===== src/rtl/wd_pkg.sv =====
package wd_pkg;
    localparam int LANES = 32;

    typedef enum logic [1:0] {
        ST_IDLE,
        ST_BUILD,
        ST_ISSUE,
        ST_DONE
    } wd_state_e;
endpackage


===== src/rtl/wd_rr_pick.sv =====
module wd_rr_pick #(
    parameter int N  = 4,
    parameter int PW = 2
) (
    input  logic          clk,
    input  logic          rst_n,
    input  logic [N-1:0]  req,
    input  logic [PW-1:0] ptr,
    output logic [PW-1:0] gnt,
    output logic          any
);
    function automatic logic [PW-1:0] wrap_add(input logic [PW-1:0] p, input int k);
        int c;
        c = int'(p) + k;
        if (c >= N) c = c - N;
        return PW'(c);
    endfunction

    always_comb begin
        gnt = ptr;
        any = 1'b0;
        for (int k = 0; k < N; k++) begin
            if (!any && req[wrap_add(ptr, k)]) begin
                any = 1'b1;
                gnt = wrap_add(ptr, k);
            end
        end
    end

    AST_GNT_IS_READY: assert property (@(posedge clk) disable iff (!rst_n)
        any |-> req[gnt]);
    AST_ANY_MATCHES_REQ: assert property (@(posedge clk) disable iff (!rst_n)
        any == (req != '0));
endmodule


===== src/rtl/wd_group_walker.sv =====
module wd_group_walker #(
    parameter int ID_W  = 12,
    parameter int WG_W  = 7,
    parameter int GID_W = 16
) (
    input  logic             clk,
    input  logic             rst_n,
    input  logic             load,
    input  logic             step,
    input  logic [ID_W-1:0]  range_x,
    input  logic [ID_W-1:0]  range_y,
    input  logic [WG_W-1:0]  wg_x,
    input  logic [WG_W-1:0]  wg_y,
    output logic [ID_W-1:0]  org_x,
    output logic [ID_W-1:0]  org_y,
    output logic [GID_W-1:0] grp_id,
    output logic             is_final
);
    logic [ID_W:0] nxt_x, nxt_y;

    assign nxt_x    = {1'b0, org_x} + (ID_W+1)'(wg_x);
    assign nxt_y    = {1'b0, org_y} + (ID_W+1)'(wg_y);
    assign is_final = (nxt_x >= {1'b0, range_x}) && (nxt_y >= {1'b0, range_y});

    always_ff @(posedge clk or negedge rst_n) begin
        if (!rst_n) begin
            org_x  <= '0;
            org_y  <= '0;
            grp_id <= '0;
        end else if (load) begin
            org_x  <= '0;
            org_y  <= '0;
            grp_id <= '0;
        end else if (step) begin
            grp_id <= grp_id + 1'b1;
            if (nxt_x >= {1'b0, range_x}) begin
                org_x <= '0;
                org_y <= nxt_y[ID_W-1:0];
            end else begin
                org_x <= nxt_x[ID_W-1:0];
            end
        end
    end

    AST_WALK_IN_ROW: assert property (@(posedge clk) disable iff (!rst_n)
        step && !load && (nxt_x < {1'b0, range_x}) |=> $stable(org_y));
endmodule


===== src/rtl/warp_dispatch.sv =====
module warp_dispatch
    import wd_pkg::*;
#(
    parameter int NUM_PROC = 4,
    parameter int ID_W     = 12,
    parameter int WG_W     = 7,
    parameter int GID_W    = 16,
    localparam int PW      = (NUM_PROC > 1) ? $clog2(NUM_PROC) : 1
) (
    input  logic                clk,
    input  logic                rst_n,
    input  logic                start,
    input  logic [ID_W-1:0]     range_x,
    input  logic [ID_W-1:0]     range_y,
    input  logic [WG_W-1:0]     wg_x,
    input  logic [WG_W-1:0]     wg_y,
    input  logic [NUM_PROC-1:0] proc_ready,
    output logic                warp_valid,
    output logic [PW-1:0]       warp_proc,
    output logic [ID_W-1:0]     warp_x,
    output logic [ID_W-1:0]     warp_y,
    output logic [GID_W-1:0]    warp_group,
    output logic [LANES-1:0]    warp_mask,
    output logic                warp_last,
    output logic                done
);
    localparam int SZ_W = 2 * WG_W;
    localparam int LW   = $clog2(LANES) + 1;
    localparam int LSH  = $clog2(LANES);

    wd_state_e state_q, state_d;

    logic [ID_W-1:0]  cfg_rx, cfg_ry;
    logic [WG_W-1:0]  cfg_wx, cfg_wy;
    logic [ID_W-1:0]  bx_q, by_q, lx_q, ly_q;
    logic [GID_W-1:0] bg_q;
    logic [LANES-1:0] mask_q;
    logic [LW-1:0]    fill_q;
    logic [SZ_W-1:0]  wcnt_q;
    logic             last_q, fin_q;
    logic             locked_q;
    logic [PW-1:0]    lock_proc_q, rr_ptr_q;

    logic [SZ_W-1:0]  grp_size, warps_per_grp;
    logic             is_big, is_pow2, grp_end;
    logic [LW-1:0]    chunk, fill_sum;
    logic [LANES-1:0] mask_next;
    logic [ID_W-1:0]  org_x, org_y;
    logic [GID_W-1:0] grp_id;
    logic             is_final, walk_load, walk_step;
    logic [PW-1:0]    arb_gnt;
    logic             arb_any, accept;

    function automatic logic [LANES-1:0] low_ones(input logic [LW-1:0] n);
        logic [LANES-1:0] m;
        for (int i = 0; i < LANES; i++) m[i] = (i < int'(n));
        return m;
    endfunction

    function automatic logic [LW-1:0] rows_per_warp(input logic [WG_W-1:0] w);
        logic [LW-1:0] r;
        r = LW'(1);
        for (int k = 0; k < LSH; k++)
            if (w == WG_W'(1 << k)) r = LW'(LANES >> k);
        return r;
    endfunction

    // ---------------- derived launch properties
    assign grp_size      = SZ_W'(cfg_wx) * SZ_W'(cfg_wy);
    assign is_big        = grp_size > SZ_W'(LANES);
    assign is_pow2       = (grp_size & (grp_size - 1'b1)) == '0;
    assign warps_per_grp = grp_size >> LSH;
    assign grp_end       = (wcnt_q == warps_per_grp - 1'b1);
    assign chunk         = is_big ? LW'(LANES) : LW'(grp_size);
    assign fill_sum      = fill_q + chunk;
    assign mask_next     = mask_q | (low_ones(chunk) << fill_q);

    assign walk_load = (state_q == ST_IDLE) && start;
    assign walk_step = (state_q == ST_BUILD) && (!is_big || grp_end);

    wd_group_walker #(.ID_W(ID_W), .WG_W(WG_W), .GID_W(GID_W)) u_walk (
        .clk      (clk),
        .rst_n    (rst_n),
        .load     (walk_load),
        .step     (walk_step),
        .range_x  (cfg_rx),
        .range_y  (cfg_ry),
        .wg_x     (cfg_wx),
        .wg_y     (cfg_wy),
        .org_x    (org_x),
        .org_y    (org_y),
        .grp_id   (grp_id),
        .is_final (is_final)
    );

    wd_rr_pick #(.N(NUM_PROC), .PW(PW)) u_pick (
        .clk   (clk),
        .rst_n (rst_n),
        .req   (proc_ready),
        .ptr   (rr_ptr_q),
        .gnt   (arb_gnt),
        .any   (arb_any)
    );

    // ---------------- state register
    always_ff @(posedge clk or negedge rst_n) begin
        if (!rst_n) state_q <= ST_IDLE;
        else        state_q <= state_d;
    end

    // ---------------- next state
    always_comb begin
        state_d = state_q;
        unique case (state_q)
            ST_IDLE:  if (start) state_d = ST_BUILD;
            ST_BUILD: if (is_big || !is_pow2 || fill_sum == LW'(LANES) || is_final)
                          state_d = ST_ISSUE;
            ST_ISSUE: if (accept) state_d = fin_q ? ST_DONE : ST_BUILD;
            ST_DONE:  state_d = ST_IDLE;
            default:  state_d = ST_IDLE;
        endcase
    end

    // ---------------- outputs
    always_comb begin
        warp_valid = (state_q == ST_ISSUE);
        warp_proc  = locked_q ? lock_proc_q : arb_gnt;
        accept     = warp_valid && (locked_q ? proc_ready[lock_proc_q] : arb_any);
        warp_x     = bx_q;
        warp_y     = by_q;
        warp_group = bg_q;
        warp_mask  = mask_q;
        warp_last  = last_q;
        done       = (state_q == ST_DONE);
    end

    // ---------------- datapath
    always_ff @(posedge clk or negedge rst_n) begin
        if (!rst_n) begin
            cfg_rx <= '0; cfg_ry <= '0; cfg_wx <= '0; cfg_wy <= '0;
            bx_q <= '0; by_q <= '0; bg_q <= '0; lx_q <= '0; ly_q <= '0;
            mask_q <= '0; fill_q <= '0; wcnt_q <= '0;
            last_q <= 1'b0; fin_q <= 1'b0;
            locked_q <= 1'b0; lock_proc_q <= '0; rr_ptr_q <= '0;
        end else begin
            unique case (state_q)
                ST_IDLE: if (start) begin
                    cfg_rx <= range_x; cfg_ry <= range_y;
                    cfg_wx <= wg_x;    cfg_wy <= wg_y;
                    mask_q <= '0; fill_q <= '0; wcnt_q <= '0;
                    lx_q <= '0; ly_q <= '0; locked_q <= 1'b0;
                end
                ST_BUILD: begin
                    if (fill_q == '0) begin
                        bx_q <= org_x + (is_big ? lx_q : '0);
                        by_q <= org_y + (is_big ? ly_q : '0);
                        bg_q <= grp_id;
                    end
                    mask_q <= mask_next;
                    fill_q <= fill_sum;
                    if (is_big) begin
                        last_q <= grp_end;
                        fin_q  <= grp_end && is_final;
                        if (grp_end) begin
                            wcnt_q <= '0; lx_q <= '0; ly_q <= '0;
                        end else begin
                            wcnt_q <= wcnt_q + 1'b1;
                            if (cfg_wx >= WG_W'(LANES)) begin
                                if (lx_q + ID_W'(LANES) == ID_W'(cfg_wx)) begin
                                    lx_q <= '0;
                                    ly_q <= ly_q + 1'b1;
                                end else begin
                                    lx_q <= lx_q + ID_W'(LANES);
                                end
                            end else begin
                                ly_q <= ly_q + ID_W'(rows_per_warp(cfg_wx));
                            end
                        end
                    end else begin
                        last_q <= 1'b1;
                        fin_q  <= is_final;
                    end
                end
                ST_ISSUE: if (accept) begin
                    mask_q <= '0;
                    fill_q <= '0;
                    if (!locked_q)
                        rr_ptr_q <= (warp_proc == PW'(NUM_PROC - 1)) ? '0 : warp_proc + 1'b1;
                    locked_q    <= !last_q;
                    lock_proc_q <= warp_proc;
                end
                ST_DONE: ;
                default: ;
            endcase
        end
    end

    // ---------------- assertion support: binding seen at the bus
    logic          chk_open;
    logic [PW-1:0] chk_proc;
    always_ff @(posedge clk or negedge rst_n) begin
        if (!rst_n) begin
            chk_open <= 1'b0;
            chk_proc <= '0;
        end else if (accept) begin
            chk_open <= !warp_last;
            chk_proc <= warp_proc;
        end
    end

    AST_MASK_CONTIGUOUS: assert property (@(posedge clk) disable iff (!rst_n)
        warp_valid |-> (warp_mask != '0) && (((warp_mask + 1'b1) & warp_mask) == '0));
    AST_HOLD_PAYLOAD: assert property (@(posedge clk) disable iff (!rst_n)
        warp_valid && !accept |=> warp_valid && $stable(warp_x) && $stable(warp_y)
            && $stable(warp_group) && $stable(warp_mask) && $stable(warp_last));
    AST_GROUP_SAME_PROC: assert property (@(posedge clk) disable iff (!rst_n)
        warp_valid && chk_open |-> warp_proc == chk_proc);
    AST_ODD_GROUP_ALONE: assert property (@(posedge clk) disable iff (!rst_n)
        warp_valid && !is_pow2 |-> warp_last && ($countones(warp_mask) == int'(grp_size)));
    AST_DONE_AFTER_ACCEPT: assert property (@(posedge clk) disable iff (!rst_n)
        done |-> $past(accept));
    AST_DONE_ONE_CYCLE: assert property (@(posedge clk) disable iff (!rst_n)
        done |=> !done);
    AST_DONE_NO_WARP: assert property (@(posedge clk) disable iff (!rst_n)
        done |-> !warp_valid);
endmodule


===== config.mk =====
export PLATFORM = sky130hd
export DESIGN_NAME = warp_dispatch
export DESIGN_NICKNAME = d
export VERILOG_FILES = /design/src/rtl/wd_pkg.sv /design/src/rtl/wd_rr_pick.sv /design/src/rtl/wd_group_walker.sv /design/src/rtl/warp_dispatch.sv
export SDC_FILE = /design/constraint.sdc
export NUM_CORES = 1
export LEC_CHECK = 0
export BUFFER_PORTS_ARGS = -buffer_cell sky130_fd_sc_hd__buf_2
export CORE_MARGIN = 2
export CORE_UTILIZATION = 35
export CTS_BUF_LIST = sky130_fd_sc_hd__clkbuf_8
export CTS_CLUSTER_DIAMETER = 100
export DETAILED_ROUTE_END_ITERATION = 6
export PLACE_DENSITY = 0.55
export SLEW_MARGIN = 10
export SYNTH_ARGS = -nofsm -noshare
export SYNTH_HDL_FRONTEND = slang
export SYNTH_HIERARCHICAL = 1
export SYNTH_SLANG_ARGS = --single-unit
export TNS_END_PERCENT = 1

===== constraint.sdc =====
create_clock -name clk -period 15.6 [get_ports clk]
set_input_delay 3.12 -clock clk [delete_from_list [all_inputs] [get_ports clk]]
set_output_delay 3.12 -clock clk [all_outputs]
set_load 0.005 [all_outputs]

* Word level (Yosys, flattened, before mapping) *
Index checks and enable logic that the tools add are counted.

cells by class
  add/subtract/negate cells = 20
  $mul = 1
  order comparisons = 45
  equal/unequal tests = 18
  shift operators = 1
  mux-type cells = 76
  bitwise gates (word level) = 3
  reductions and logical operators = 37

operators by type and width
  kind                                                                  number
  12-bit 2-to-1 mux                                                     17
  5-bit by 6-bit < comparator with 1-bit output, first input constant   16
  32-bit case mux with 3 select lines                                   1
  6-bit 2-to-1 mux                                                      12
  32-bit 2-to-1 mux                                                     2
  4-bit by 6-bit < comparator with 1-bit output, first input constant   8
  12-bit case mux with 2 select lines                                   2
  14-bit 2-to-1 mux                                                     3
  16-bit 2-to-1 mux                                                     2
  32-bit OR                                                             1
  32-bit by 6-bit left shift with 32-bit output                         1
  2-bit 2-to-1 mux                                                      14
  14-bit case mux with 2 select lines                                   1
  12-bit by 7-bit adder with 13-bit output                              2
  13-bit by 12-bit greater-or-equal comparator with 1-bit output        2
  12-bit adder                                                          2
  3-bit by 6-bit < comparator with 1-bit output, first input constant   4
  6-bit case mux with 3 select lines                                    1
  16-bit by 1-bit adder with 16-bit output, second input constant       1
  2-bit by 3-bit < comparator with 1-bit output, second input constant  5
  3-bit AND reduction                                                   5
  14-bit by 1-bit adder with 14-bit output, second input constant       1
  14-bit AND                                                            1
  14-bit == test                                                        1
  other kinds (45)                                                      96

storage, ports and cells
  register bits after elaboration = 203
  input port bits = 45
  output and inout bits = 77
  logic and storage cells = 222

* Longest topological paths before layout *
Gate-level depths: netlist of the first run.

  depth after elaboration = 18
  depth in mapped cells = 35
  mapped depth without buffers = 30

* Cells and area by module *
Netlist of the first run, hierarchy kept.

by module, submodules not included
  module           instances  cells each  area each (um2)  sequential area each (um2)
  warp_dispatch    1          1432        12592.1          3953.8
  wd_group_walker  1          360         3309.4           1001.0
  wd_rr_pick       1          16          96.3             0.0

* Least setup slack after synthesis of the first run *
No wires, ideal clock.

  kind = reg2reg
  start = register cfg_wx[3]
  end = register state_q[0]
  setup time = 0.144 ns
  arrival = 7.505 ns
  data required time = 15.456 ns
  setup slack = 7.951 ns
  cell stages (with the launch flop) = 34
  buffers on the path = 4
  clock period less this slack = 7.649 ns
  path through = dfrtp_1 -> clkbuf_1 -> and2_1 -> fa_1 -> inv_1 -> fa_1 -> inv_1 -> fa_1 -> inv_1 -> fa_1 -> inv_1 -> ha_1 -> buf_2 -> nand2_1 -> a21oi_1 -> o21a_1 -> or3_1 -> buf_2 -> a2111oi_4 -> nand2_2 -> clkbuf_1 -> nor2_1 -> ha_1 -> ha_1 -> a21o_1 -> nor2_1 -> o31ai_1 -> nand3_1 -> a2111oi_0 -> a21oi_1 -> xnor2_1 -> or4_1 -> nor2_1 -> o21ai_1

between the ends
  longest elaborated chain between the ends = 10
  elaborated cells between the ends (all ways) = 17
  classes of those cells = add/sub: 3; mul: 1; order compare: 2; eq/ne: 2; mux: 1; bitwise: 1; reduce/logical: 7

RTL lines
  element                                                                               RTL line              source
  start, declared                                                                       warp_dispatch.sv:34   logic [WG_W-1:0] cfg_wx, cfg_wy;
  start signal, assigned                                                                warp_dispatch.sv:149  cfg_wx <= wg_x; cfg_wy <= wg_y;
  branches (longest 7 deep; another with 7-bit by 7-bit multiplier with 14-bit output)  -
  1-bit logical OR *                                                                    warp_dispatch.sv:116  ST_BUILD: if (is_big || !is_pow2 || fill_sum == LW'(LANES) || is_final)
  2-bit by 1-bit inequality test with 1-bit output (no source line) *                   -
  3-bit AND reduction (no source line) *                                                -
  end signal, assigned                                                                  warp_dispatch.sv:108  else state_q <= state_d;
  end, declared                                                                         warp_dispatch.sv:31   wd_state_e state_q, state_d;

Mark *: on every way between the ends.
A chain may end at the register's enable or synchronous reset.

* Worst setup path after layout of the first run *
  start = register cfg_wx[3]
  end = register u_walk.grp_id[15]

between the ends
  longest elaborated chain between the ends = 6
  elaborated cells between the ends (all ways) = 8
  classes of those cells = add/sub: 1; mul: 1; order compare: 1; eq/ne: 1; reduce/logical: 4

RTL lines
  element                                                                                                                    RTL line                                  source
  7-bit by 7-bit multiplier with 14-bit output *                                                                             warp_dispatch.sv:69                       assign grp_size = SZ_W'(cfg_wx) * SZ_W'(cfg_wy);
  9-bit by 1-bit subtractor with 10-bit output or 14-bit by 6-bit greater-than comparator with 1-bit output (tied branches)  warp_dispatch.sv:73, warp_dispatch.sv:70
  14-bit == test or 1-bit zero test (tied branches)                                                                          warp_dispatch.sv:73, warp_dispatch.sv:79
  1-bit logical OR *                                                                                                         warp_dispatch.sv:79                       assign walk_step = (state_q == ST_BUILD) && (!is_big || grp_end);
  1-bit logical AND *                                                                                                        warp_dispatch.sv:79
  via walk_step                                                                                                              warp_dispatch.sv:50                       logic is_final, walk_load, walk_step;
  2-bit nonzero test (no source line) *                                                                                      -
  end signal, assigned                                                                                                       wd_group_walker.sv:35                     grp_id <= grp_id + 1'b1;
  end, declared                                                                                                              wd_group_walker.sv:16                     output logic [GID_W-1:0] grp_id,

Mark *: on every way through the listed nets, which the timed path passes. The rest lies on a longest branch.

==> results.md, run 1 <==
* Count of flip-flops with a built-in enable after synthesis at 0
* Average wire per cell in the routed design at approximately 20 um
* Root buffer cell: clkbuf_8
* Register-to-register path setup slack at about 6.8 ns
* Dominant register cell in the synthesized netlist: dfrtp_1
* Post-Syn Instances at 1808
* Share of cells above drive strength 1 at approximately 16%
* Overall die width at ~220 um
* Hold_sp: warp_x[9]
* Hold violation total from the final report at 0
* Minimum clock period after layout at 8.826 ns
* Area of the mapped netlist at around 16000 um2
* Worst reg2reg path endpoint: u_walk/grp_id[15]
* Wire length after detailed routing at 49.13 mm
* Startpoint type of the worst setup path: register
* Count of buffers from port buffering at roughly 120
* Routed vias/inst at about 5.7
* Maximum clock frequency at between 0.1 and 0.15 GHz
* Count of filler cells inserted in the layout at ~4700
* PostCTS Resize Cnt at 0
* Clk sinks at about 200
* Total routing resource utilization after global routing at a little over a fifth
* Full die area at 47430 um2
* Highest-count cells in the layout ignoring fill and taps: 198 x dfrtp_1, 158 x nor2_1, 129 x nand2_1, 120 x buf_2, 106 x o21ai_0
* Number of synthesis warnings at 6
* Number of different library cells in the post-synthesis netlist at around 100
* Inserted Diodes at 0
* Clk_skew at roughly 0.020 ns
* Hold Path Depth at 2
* Seq cells post-synth at 198
* Core box area at 45280 um2
* DP Cell Count at approximately 2500
* Min-Delay Endpoint: warp_x[9]
* Arrival time of data at the critical path endpoint at 9.27 ns
* Share of the yosys chip area belonging to registers at a little under a third
* Class of the most critical setup path: reg -> reg
* Clock tree from TritonCTS: built
* Layout Nets at roughly 2000
* CP max FO at 17
* Most common cell after layout, fill and taps aside: dfrtp_1
* Max-slew violations at 0
* Vias in the first global route at about 14000
* Fin Hold WS at 0.4940 ns
* Wire length of the first global-routing pass at 78.42 mm
* RSZ-0062 raised after global routing: false
* H-tree levels at 4
* Overall overflow remaining after global route at 0
* Synth-to-layout area growth at 10.02%
* Status: completed
* Final core utilization at 38.87%
* Synth async-reset ratio at 100.0%
* WP data required at approximately 16 ns
* Height of the die at 217.8 um
* Last weighted congestion value of the routability-driven placer at ~0.9
* Top-level I/O count at about 120
* Maxcap violations at 0
* Relative max-transition margin at a little under a third
* Setup Buffers After CTS at 0
* Number of violations reported at the end of detailed-routing iteration 0 at ~1100
* # setup viols final at 0
* Clock transition time at the flip-flop clock pins of the worst setup and hold paths at roughly 0.12 ns
* Largest net degree at the start of global routing at just under 80
* Fin Setup TNS at 0 ns
* Total number of placement rows at 78
* Synthesized area per cell at approximately 9 um2
* TritonCTS buffer count at 17
* Share of the clock period used by the worst path at between 50% and 60%
* Initial Utilization at 35.33%
* Number of cells in the finished layout apart from fillers at around 2500
* Antenna violations before repair at 0
* Final HPWL from detailed placement at ~36 mm
* Worst flop-to-flop path startpoint: cfg_wx[3]
* Bufs on Longest Clock Path at 2
* Critical path capture point type: register
* Cell count of the worst reg-to-reg path at 25
* Quantity of hold-fixing buffers added after cts at 0
* Post-detailed-route count of antenna-violating nets at 0
* Type of the most critical hold path: reg -> reg
* Drt first pass iters at 5
* Via count at 14130
* Total DRC errors in the routed layout at 0
* Worst Max-Slew Pin Slew at ~1.0 ns
* Clk Latency, worst-skew pair at around 0.57 ns
cell families (layout without fill, tap and decap cells):
logic type,count (synthesis),count (layout),share of synthesized area (%)
adder cells (fa/ha/maj),134,134,11.84
XOR/XNOR,82,82,4.708
multiplexers,85,85,5.991
AND/OR/NAND/NOR,618,618,20.03
flip-flops,198,198,30.97
buffers and inverters,196,273,4.982
AO/OA/AOI/OAI,493,493,21.43
other,2,6,0.04694
through the flow:
step	area, um2	setup WS (ns)
2_1_floorplan	16010	7.951
3_3_place_gp	17120	7.071
3_5_place_dp	17120	6.842
4_1_cts	17600	6.847
5_1_grt	17600	6.088
6_report	17600	6.774
state kept, by name, summed over array words and instances, names as in the netlist, 7 cells and up:
signal,cells
warp_mask,32
u_walk/grp_id,16
warp_group,16
wcnt_q,14
cfg_rx,12
cfg_ry,12
ly_q,12
u_walk/org_x,12
u_walk/org_y,12
warp_x,12
warp_y,12
cfg_wx,7
cfg_wy,7
lx_q,7
worst max path at each step:
| stage | from | to | slack, ns | cells past startpoint |
|---|---|---|---|---|
| final | cfg_wx[3] | u_walk/grp_id[15] | 6.77 | 25 |
| after global placement | cfg_wx[3] | u_walk/grp_id[15] | 7.07 | 25 |
| after floorplan | cfg_wx[3] | state_q[0] | 7.95 | 33 |
| after detailed placement | cfg_wx[3] | u_walk/grp_id[15] | 6.84 | 25 |
| after CTS | cfg_wx[3] | u_walk/grp_id[15] | 6.85 | 25 |
| after global routing | cfg_wx[3] | u_walk/grp_id[15] | 6.09 | 25 |
per-layer routing:
metal  track usage [%]  share of wire (%)  vias up
met3             3.459                4.8       83
li1                  -                  -     6720
met1             27.26                 44     6922
met5                 0                  0        -
met2             35.13                 48      408
met4             8.322                3.0        0
Yosys cell counts, drive strengths merged, types with 44 or more instances:
cell type,number,share of area [%]
a21oi,108,3.6
and2,65,2.6
clkbuf,73,1.7
dfrtp,198,31
ha,105,8.2
inv,95,2.2
mux2,67,4.8
nand2,130,3.1
nand3,57,1.8
nor2,163,3.9
nor3,44,1.5
o21ai,118,3.7
xnor2,45,2.5
area by class of cell:
cell class,instances,area (um2),share of cell area (%)
repair buffers,143,780.7,4.436
inverters,98,367.9,2.090
well taps,600,750.7,4.265
clock inverters,14,226.5,1.287
flip-flops and latches,198,4955,28.15
multi-input cells,1418,10270,58.36
clock buffers,18,247.7,1.408
worst max-delay path, stage by stage, from the launching register on:
cell	delay, ns
dfrtp_1	0.54
and2_1	0.25
fa_1	0.54
inv_1	0.05
fa_1	0.47
inv_1	0.05
fa_1	0.53
inv_1	0.05
fa_1	0.52
inv_1	0.04
ha_1	0.40
nand2_1	0.16
o31ai_4	0.29
a2111oi_0	0.11
or3_1	0.66
nor4_4	0.86
nand2_1	0.35
mux2i_1	0.21
nor4_2	0.42
o21a_1	0.71
nor2_1	0.39
nor2_1	0.23
nand4_1	0.29
nor4_1	0.33
xnor2_1	0.16
nor2_1	0.05
Power of run 1 is not shown: default switching activity piles up to over one toggle a cycle in this logic, so the estimate is an artifact.
==> run 2, diff against run 1 <==
- PLACE_DENSITY: 0.55 -> 0.57
- clock period: 15.6 -> 7.8 ns (I/O delays scaled with it)
==> results.md, run 2 (synthesis gave the netlist of run 1 again) <==
* Relative max-transition margin at between 10% and 20%
* Critical path capture point type: register
* Overall die width at 217.8 um
* Final HPWL from detailed placement at around 35 mm
* Maximum clock frequency at about 0.13 GHz
* Root buffer cell: clkbuf_8
* Bufs on Longest Clock Path at 2
* Startpoint type of the worst setup path: register
* Highest-count cells in the layout ignoring fill and taps: 198 x dfrtp_1, 159 x nor2_1, 129 x nand2_1, 120 x buf_2, 106 x o21ai_0
* Share of cells above drive strength 1 at between 10% and 20%
* Vias in the first global route at approximately 14000
* Share of the clock period used by the worst path at between 90% and 100%
* Maxcap violations at 0
* Register-to-register path setup slack at slightly below 0.4 ns
* Post-detailed-route count of antenna-violating nets at 0
* Hold violation total from the final report at 0
* CP max FO at 7
* Clk_skew at roughly 0.024 ns
* Overall overflow remaining after global route at 0
* Cell count of the worst reg-to-reg path at 28
* Class of the most critical setup path: reg -> reg
* Antenna violations before repair at 0
* Delay of the slowest critical-path stage at around 0.62 ns
* Worst reg2reg path endpoint: state_q[0]
* WP data required at between 8 and 9 ns
* Average wire per cell in the routed design at 19.26 um
* Flip-flop count of the largest register after layout at 32
* Clk Latency, worst-skew pair at between 0.5 and 0.6 ns
* Clock transition time at the flip-flop clock pins of the worst setup and hold paths at around 0.12 ns
* # setup viols final at 0
* RSZ-0062 raised after global routing: true
* Total number of placement rows at 78
* Type of the most critical hold path: reg -> reg
* Initial Utilization at between 30% and 40%
* TritonCTS buffer count at 17
* Via count at 14300
* Core box area at 45280 um2
* Worst-path cell with the longest stage delay: or4_4
* Wire length after detailed routing at around 49 mm
* Wire length of the first global-routing pass at roughly 77 mm
* Setup crit start: cfg_wx[3]
* Last weighted congestion value of the routability-driven placer at roughly 0.96
* Total DRC errors in the routed layout at 0
* Layout Nets at around 2100
* Most common cell after layout, fill and taps aside: dfrtp_1
* Clk sinks at 198
* Top-level I/O count at between 100 and 150
* Inserted Diodes at 0
* Routed vias/inst at ~5.7
* Worst setup path end: state_q[0]
* Status: completed
* Height of the die at 217.8 um
* Total routing resource utilization after global routing at around 21%
* Synth-to-layout area growth at 11.54%
* Worst Max-Slew Pin Slew at 1.229 ns
* Clock tree from TritonCTS: built
* Max-slew violations at 0
* Number of violations reported at the end of detailed-routing iteration 0 at 1067
* Full die area at roughly 47000 um2
* Largest net degree at the start of global routing at ~160
* Final core utilization at 39.40%
* Worst flop-to-flop path startpoint: cfg_wx[3]
* Drt first pass iters at 5
* Arrival time of data at the critical path endpoint at 7.82 ns
* H-tree levels at 4
* Minimum clock period after layout at roughly 7.4 ns
* Count of buffers from port buffering at between 100 and 150
-- run 2: worst max-delay path: cells and delay by family (launching register included) --
kind | cells | cell delay (ns)
adders and majority gates | 6 | 2.71
and+or+nand+nor | 9 | 2.33
AOI/OAI and AO/OA | 7 | 1.31
DFF | 1 | 0.38
xor gates and xnor gates | 2 | 0.32
buffers and inverters | 4 | 0.21
-- run 2: cell type report --
type	instances	area, um2
Fill cell	4593	27440
Multi-Input combinational cell	1418	10310
Sequential cell	198	4955
Timing Repair Buffer	173	1021
Tap cell	600	750.7
Inverter	98	367.9
Clock buffer	18	247.7
Clock inverter	14	186.4
-- run 2: worst min-delay path by stage --
| stage | start | end | slack, ns | cells past startpoint |
|---|---|---|---|---|
| floorplan | warp_mask[15] | warp_mask[15] | 0.47 | 2 |
| detailed placement | warp_x[10] | warp_x[10] | 0.47 | 2 |
| finish | warp_x[10] | warp_x[10] | 0.49 | 2 |
| global route | warp_x[10] | warp_x[10] | 0.52 | 2 |
| CTS | warp_y[9] | warp_y[9] | 0.50 | 2 |
| global placement | warp_x[10] | warp_x[10] | 0.47 | 2 |
-- run 2: what timing repair did --
action	CTS	global route
resized for setup	0	11
buffers inserted	0	1
hold buffers	0	0
endpoints found under the setup margin	0	6
-- run 2: through the flow --
stage / setup TNS [ns] / std cells / setup WS [ns] / hold slack [ns] / cell area, um2
3_5_place_dp: 0 / 2486 / 0.07090 / 0.4716 / 17350
6_report: 0 / 2519 / 0.3880 / 0.4882 / 17840
4_1_cts: 0 / 2518 / 0.05153 / 0.5001 / 17790
3_3_place_gp: 0 / 2486 / 0.2489 / 0.4680 / 17350
2_1_floorplan: 0 / 1812 / 0.1507 / 0.4726 / 16010
5_1_grt: -0.06185 / 2519 / -0.06185 / 0.5195 / 17840
-- run 2: metal layers --
metal,part of all wire (%),wire [um],global-route usage (%),vias up
met4,3.0,1462,8.345,0
met1,44,21350,26.42,7001
met5,0,0,0,-
met2,48,23180,34.17,431
li1,-,-,-,6777
met3,5.2,2515,4.491,87
Power of run 2 is left out for the same reason.
